--- src/rtl/wdog_pkg.sv ---
package wdog_pkg;
  localparam int DATA_W  = 16;
  localparam int BE_W    = DATA_W / 8;
  localparam int WADDR_W = 4;

  // word index map; word 0 and the bit positions are decoded by software
  typedef enum logic [WADDR_W-1:0] {
    WA_RLD  = 4'h0,
    WA_STS1 = 4'h2,
    WA_STS2 = 4'h3,
    WA_CTL1 = 4'h4,
    WA_CTL2 = 4'h5,
    WA_INIT = 4'h9
  } wdog_word_e;

  localparam int FIRST_BIT  = 3;   // word 2
  localparam int SECOND_BIT = 1;   // word 3
  localparam int NOTE_BIT   = 2;   // word 3
  localparam int HALT_BIT   = 11;  // word 4
  localparam int MIN_INIT   = 4;
endpackage

--- src/rtl/wdog_tick_gen.sv ---
module wdog_tick_gen #(
  parameter int unsigned CYC_PER_TENTH = 25_000_000,
  parameter bit          SEC_TICK      = 1'b0
) (
  input  logic clk,
  input  logic rst,
  output logic tick
);
  localparam int unsigned TICK_CYC = CYC_PER_TENTH * (SEC_TICK ? 10 : 6);
  localparam int          PW       = $clog2(TICK_CYC + 1);

  logic [PW-1:0] pc;

  assign tick = (pc == PW'(TICK_CYC - 1));

  always_ff @(posedge clk) begin
    if (rst)       pc <= '0;
    else if (tick) pc <= '0;
    else           pc <= pc + PW'(1);
  end
endmodule

--- src/rtl/wdog_count.sv ---
module wdog_count #(
  parameter int          CW       = 10,
  parameter int unsigned INIT_RST = 50
) (
  input  logic          clk,
  input  logic          rst,
  input  logic          tick,
  input  logic          halt,
  input  logic          rld_wr,
  input  logic [CW-1:0] init_fld,
  output logic [CW-1:0] cnt,
  output logic          expire
);
  // a reload write cancels an expiry that would land in the same cycle
  assign expire = tick && !halt && !rld_wr && (cnt == '0);

  always_ff @(posedge clk) begin
    if (rst)                cnt <= CW'(INIT_RST);
    else if (rld_wr)        cnt <= init_fld;
    else if (tick && !halt) cnt <= (cnt == '0) ? init_fld : cnt - CW'(1);
  end
endmodule

--- src/rtl/wdog_regs.sv ---
module wdog_regs
  import wdog_pkg::*;
#(
  parameter bit          WIDE     = 1'b1,
  parameter int unsigned INIT_RST = 50,
  localparam int         CW       = WIDE ? 10 : 6
) (
  input  logic               clk,
  input  logic               rst,
  input  logic               wr_en,
  input  logic [WADDR_W-1:0] waddr,
  input  logic [BE_W-1:0]    be,
  input  logic [DATA_W-1:0]  wdata,
  input  logic               reset_block,
  input  logic               expire,
  input  logic [CW-1:0]      cnt,
  output logic               rld_wr,
  output logic [CW-1:0]      init_fld,
  output logic               halt,
  output logic               first_exp,
  output logic [DATA_W-1:0]  rdata,
  output logic               sys_reset_req
);
  logic              second_exp, reset_note;
  logic [DATA_W-1:0] ctl2_q;
  logic [DATA_W-1:0] rd_word0, rd_init, rd_nxt;
  logic              wr_sts1, wr_sts2, wr_ctl1, wr_ctl2, req;

  assign wr_sts1 = wr_en && (waddr == WA_STS1) && be[0];
  assign wr_sts2 = wr_en && (waddr == WA_STS2) && be[0];
  assign wr_ctl1 = wr_en && (waddr == WA_CTL1) && be[1];
  assign wr_ctl2 = wr_en && (waddr == WA_CTL2);

  generate
    if (WIDE) begin : g_wide
      logic [15:0] init_q, merged;
      always_comb begin
        merged[15:8] = be[1] ? wdata[15:8] : init_q[15:8];
        merged[7:0]  = be[0] ? wdata[7:0]  : init_q[7:0];
      end
      always_ff @(posedge clk) begin
        if (rst) init_q <= 16'(INIT_RST);
        else if (wr_en && (waddr == WA_INIT) && (|be))
          init_q <= {merged[15:10],
                     (merged[9:0] < 10'(MIN_INIT)) ? 10'(MIN_INIT) : merged[9:0]};
      end
      assign rld_wr   = wr_en && (waddr == WA_RLD) && (|be);
      assign init_fld = init_q[CW-1:0];
      assign rd_word0 = {6'b0, cnt};
      assign rd_init  = init_q;
    end else begin : g_narrow
      logic [7:0] init_q;
      always_ff @(posedge clk) begin
        if (rst) init_q <= 8'(INIT_RST);
        else if (wr_en && (waddr == WA_RLD) && be[1])
          init_q <= {wdata[15:14],
                     (wdata[13:8] < 6'(MIN_INIT)) ? 6'(MIN_INIT) : wdata[13:8]};
      end
      assign rld_wr   = wr_en && (waddr == WA_RLD) && be[0];
      assign init_fld = init_q[CW-1:0];
      assign rd_word0 = {init_q, 2'b0, cnt};
      assign rd_init  = '0;
    end
  endgenerate

  assign req = expire && first_exp && !reset_block;

  always_ff @(posedge clk) begin
    if (rst) begin
      first_exp     <= 1'b0;
      second_exp    <= 1'b0;
      reset_note    <= 1'b0;
      halt          <= 1'b1;
      ctl2_q        <= '0;
      sys_reset_req <= 1'b0;
    end else begin
      first_exp     <= (expire && !first_exp) ||
                       (first_exp && !(wr_sts1 && wdata[FIRST_BIT]));
      second_exp    <= (expire && first_exp) ||
                       (second_exp && !(wr_sts2 && wdata[SECOND_BIT]));
      reset_note    <= req || (reset_note && !(wr_sts2 && wdata[NOTE_BIT]));
      sys_reset_req <= req;
      if (wr_ctl1) halt <= wdata[HALT_BIT];
      if (wr_ctl2 && be[0]) ctl2_q[7:0]  <= wdata[7:0];
      if (wr_ctl2 && be[1]) ctl2_q[15:8] <= wdata[15:8];
    end
  end

  always_comb begin
    rd_nxt = '0;
    case (waddr)
      WA_RLD:  rd_nxt = rd_word0;
      WA_STS1: rd_nxt[FIRST_BIT] = first_exp;
      WA_STS2: begin
        rd_nxt[SECOND_BIT] = second_exp;
        rd_nxt[NOTE_BIT]   = reset_note;
      end
      WA_CTL1: rd_nxt[HALT_BIT] = halt;
      WA_CTL2: rd_nxt = ctl2_q;
      WA_INIT: rd_nxt = rd_init;
      default: rd_nxt = '0;
    endcase
  end

  always_ff @(posedge clk) begin
    if (rst) rdata <= '0;
    else     rdata <= rd_nxt;
  end
endmodule

--- src/rtl/wdog_two_stage.sv ---
module wdog_two_stage
  import wdog_pkg::*;
#(
  parameter bit          WIDE          = 1'b1,
  parameter int unsigned CYC_PER_TENTH = 25_000_000,
  parameter bit          SEC_TICK      = 1'b0
) (
  input  logic               clk,
  input  logic               rst,
  input  logic               wr_en,
  input  logic [WADDR_W-1:0] waddr,
  input  logic [BE_W-1:0]    be,
  input  logic [DATA_W-1:0]  wdata,
  input  logic               reset_block,
  output logic [DATA_W-1:0]  rdata,
  output logic               sys_reset_req
);
  localparam int          CW       = WIDE ? 10 : 6;
  localparam int unsigned INIT_RST = SEC_TICK ? 30 : 50;

  logic          tick, halt, rld_wr, expire, first_exp;
  logic [CW-1:0] cnt, init_fld;

  wdog_tick_gen #(
    .CYC_PER_TENTH(CYC_PER_TENTH),
    .SEC_TICK     (SEC_TICK)
  ) u_tick (
    .clk (clk),
    .rst (rst),
    .tick(tick)
  );

  wdog_count #(
    .CW      (CW),
    .INIT_RST(INIT_RST)
  ) u_count (
    .clk     (clk),
    .rst     (rst),
    .tick    (tick),
    .halt    (halt),
    .rld_wr  (rld_wr),
    .init_fld(init_fld),
    .cnt     (cnt),
    .expire  (expire)
  );

  wdog_regs #(
    .WIDE    (WIDE),
    .INIT_RST(INIT_RST)
  ) u_regs (
    .clk          (clk),
    .rst          (rst),
    .wr_en        (wr_en),
    .waddr        (waddr),
    .be           (be),
    .wdata        (wdata),
    .reset_block  (reset_block),
    .expire       (expire),
    .cnt          (cnt),
    .rld_wr       (rld_wr),
    .init_fld     (init_fld),
    .halt         (halt),
    .first_exp    (first_exp),
    .rdata        (rdata),
    .sys_reset_req(sys_reset_req)
  );
endmodule

--- config.mk ---
export PLATFORM = sky130hd
export DESIGN_NAME = wdog_two_stage
export DESIGN_NICKNAME = d
export VERILOG_FILES = /design/src/rtl/wdog_pkg.sv /design/src/rtl/wdog_tick_gen.sv /design/src/rtl/wdog_count.sv /design/src/rtl/wdog_regs.sv /design/src/rtl/wdog_two_stage.sv
export SDC_FILE = /design/constraint.sdc
export NUM_CORES = 1
export LEC_CHECK = 0
export CORE_AREA = 3 3 91 110
export CTS_BUF_LIST = sky130_fd_sc_hd__clkbuf_8
export CTS_CLUSTER_DIAMETER = 200
export DETAILED_ROUTE_END_ITERATION = 8
export DIE_AREA = 0 0 94 113
export DONT_BUFFER_PORTS = 1
export GPL_TIMING_DRIVEN = 1
export PLACE_DENSITY = 0.59
export SYNTH_ARGS = -nofsm -noshare
export SYNTH_HDL_FRONTEND = slang
export SYNTH_SLANG_ARGS = --single-unit
--- constraint.sdc ---
create_clock -name clk -period 2.12 [get_ports clk]
set_input_delay 0.318 -clock clk [delete_from_list [all_inputs] [get_ports clk]]
set_output_delay 0.318 -clock clk [all_outputs]
set_load 0.02 [all_outputs]
==> flow_summary.json <==
{
  "crit_type": "reg2reg",
  "ys_ff_latch": 91,
  "power_mw": 3.02,
  "syn_to_final_growth_pct": 11.2,
  "worst_pin_slew_ns": 0.753,
  "drt_iter0_markers": 210,
  "grt_pass1_vias": 3665,
  "grt_pass1_wl_microns": 18800,
  "power.leakage_nw": 1.46,
  "reg2reg_from": "u_regs.g_wide.init_q[3]",
  "worstHoldStart": "rst",
  "syn_inst": 496,
  "finalMaxSlewViolations": 0,
  "critPathMaxFanout": 4,
  "clk_path_buf_depth": 2,
  "setup_viol": 0,
  "clk_latency_ns": 0.37,
  "syn_nets": 525,
  "die_y_microns": 113,
  "wire_per_inst_microns": 18.5,
  "core-area_sq_um": 9030,
  "max-slew-margin-rel_pct": 49.6,
  "yosysTopAreaCell": "dfxtp_1",
  "antenna_left": 0,
  "synth-seq-area-share_pct": 44.0,
  "whs_path_depth": 1,
  "fin_hold_ws_ns": 0.0292,
  "portBuffers": 0,
  "swShare_pct": 22.8,
  "antenna_found_initial": 0,
  "row_count": 38,
  "finClkSkew_ns": 0.00759,
  "ys_types": 56,
  "p_clk_share_pct": 38.9,
  "cts_tree": "built",
  "synth_top_area_share_pct": 44.0,
  "via_count": 3675,
  "maxCapViolCount": 0,
  "antenna_cells": 0,
  "ff2ff_setup_slack_ns": 0.12,
  "synth_flop_cell": "dfxtp_1",
  "grt_usage_pct": 22.7,
  "min_path_type": "in2reg",
  "hold_end": "u_regs.reset_note",
  "critPathCaptureType": "register",
  "gp_congestion": 0.915,
  "synth_edf_count": 0,
  "setup_ws_ns": 0.119,
  "r2r_cells": 5,
  "dp.cells": 607,
  "htree_levels": 3,
  "fin_area_sq_um": 4610,
  "cp.required_ns": 2.38,
  "post-route-drc-count": 0,
  "dpl.hpwl_microns": 8120,
  "rsz0062_at_grt": "no",
  "die-width_microns": 94,
  "synth_area_leaders": "dfxtp_1 (44%), nand2_1 (6.3%), nor2_1 (5.3%), a21oi_1 (4.8%), xnor2_1 (4.7%)",
  "synth_area_sq_um": 4140,
  "final_util_pct": 51.0,
  "grt_max_degree": 30,
  "dr.pass1.iters": 6,
  "wl_microns": 11600,
  "initial_utilization_pct": 45.9,
  "place_ws_ns": 0.0838,
  "via_per_inst": 5.86,
  "cts_root_buf": "clkbuf_8",
  "fmax_mhz": 500,
  "ir_drop_mv": 0.306,
  "switching_power_uw": 687,
  "worstReg2RegEnd": "u_regs.g_wide.init_q[1]",
  "ys_warn_count": 0,
  "cts_made_buffers": 9,
  "combPwrFrac_pct": 3.6,
  "placedInstanceArea_sq_um": 4340,
  "path_clk_slew_ns": 0.09,
  "seqPwrFrac_pct": 57.5,
  "power_density_nw_per_um2": 656,
  "gr-total-overflow": 0,
  "start_kind": "register",
  "postCtsSetupRepairBufs": 0,
  "avgSynthCellArea_sq_um": 8.35,
  "status": "finished clean",
  "internal_power_mw": 2.33,
  "async_flop_share_pct": 0,
  "fin_crit_sh_pct": 94.4,
  "fin_cells": 627,
  "nNetsFinal": 531,
  "hold_viol": 0,
  "fillers": 902,
  "tns_ns": 0,
  "min_period_ns": 2.00,
  "numClockSinks": 91,
  "pin_count": 43,
  "dieArea_sq_um": 10600,
  "drive_gt1_share_pct": 11.4,
  "worstPathArrival_ns": 2.26
}
-- how the worst max path moves through the flow --
| stage | from | end | slack (ns) |
|---|---|---|---|
| 2_1_floorplan | u_count.cnt[0] | u_count.cnt[6] | 0.23 |
| 3_3_place_gp | u_count.cnt[0] | u_count.cnt[1] | 0.09 |
| 3_5_place_dp | u_tick.pc[0] | u_tick.pc[24] | 0.08 |
| 4_1_cts | u_tick.pc[0] | u_tick.pc[24] | 0.06 |
| 5_1_grt | u_tick.pc[3] | u_tick.pc[25] | 0.04 |
| 6_report | u_regs.g_wide.init_q[3] | u_regs.g_wide.init_q[1] | 0.12 |
-- critical path, cell delays in order (launching register included) --
cell and delay [ns]:
dfxtp_1 0.35, or4_1 0.50, or4_1 0.41, a21oi_1 0.18, a21oi_1 0.12, a221o_1 0.35
-- power by group through the flow --
stage          clock, mW  combinational (mW)  sequential, mW
2_1_floorplan          0              0.0828            1.77
3_3_place_gp           0              0.0921            1.78
3_5_place_dp           0              0.0922            1.78
4_1_cts             1.21               0.109            1.74
5_1_grt             1.28               0.119            1.74
6_report            1.18               0.109            1.74
-- routing by layer --
layer	vias to the layer above	global-route usage [%]	share of wire (%)
li1	1791	-	-
met1	1752	26.3	41
met2	103	38.4	51
met3	29	5.72	5.2
met4	0	11.4	2.9
met5	-	0	0
-- Yosys cell counts (2+ instances only) --
master and n:
nand3_2 2, buf_1 3, xor2_1 4, nand2_1 70, nor2_2 3, and4_1 3
and3_1 7, nand4_1 12, a22oi_1 6, nor4_1 16, nor4b_1 4, nor2_1 58
nor2b_1 2, or4_1 5, dfxtp_1 91, clkbuf_1 17, a222oi_1 10, a21oi_1 40
mux2i_1 7, and2_1 3, o21ai_0 13, nand4b_1 3, inv_1 10, nand3_1 16
o31ai_1 3, a2bb2oi_1 2, buf_2 8, nor3_1 18, ha_1 3, a21o_1 6
or3_1 2, nor4_2 4, xnor2_1 22
-- cell type report --
cell class                 count  area, sq um  share of cell area, %
timing repair buffer          25          210                   4.56
inverter                      10         37.5                  0.815
tap                          120          150                   3.26
clock buffer                  10          138                   2.99
sequential                    91         1820                   39.6
clock inverter                 6         56.3                   1.22
multi-input combinational    365         2190                   47.6
-- placed cells by master (no fill, tap or decap), drive strengths merged, types with 7 or more instances in the layout --
master / count
xnor2: 22
nand3: 18
and3: 7
nor3: 18
a21oi: 41
mux2i: 7
dfxtp: 91
buf: 21
nand2: 70
o21ai: 13
nor4: 20
nor2: 61
nand4: 12
clkbuf: 10
inv: 11
a222oi: 10
-- cells by family after synthesis --
group           share of synthesized area, %
buf+inv                                 4.14
simple gates                            29.1
flops                                   44.0
xor+xnor                                5.50
fa+ha+maj                              0.906
mux                                     1.69
compound gates                          14.7
-- sequential cells by signal, summed over array words and instances, names as in the netlist --
signal	count
u_regs.g_wide.init_q	16
u_regs.sys_reset_req	1
u_regs.halt	1
u_regs.second_exp	1
u_regs.reset_note	1
u_tick.pc	28
u_regs.first_exp	1
u_regs.ctl2_q	16
u_count.cnt	10
u_regs.rdata	16
-- what timing repair did --
| item | in CTS | in global routing |
|---|---|---|
| gates resized for setup | 0 | 7 |
| endpoints found under the hold margin | 17 | 0 |
| hold buffers | 4 | 0 |
| endpoints found under the setup margin | 0 | 7 |
Note: power is estimated with default switching activity, not from simulation.
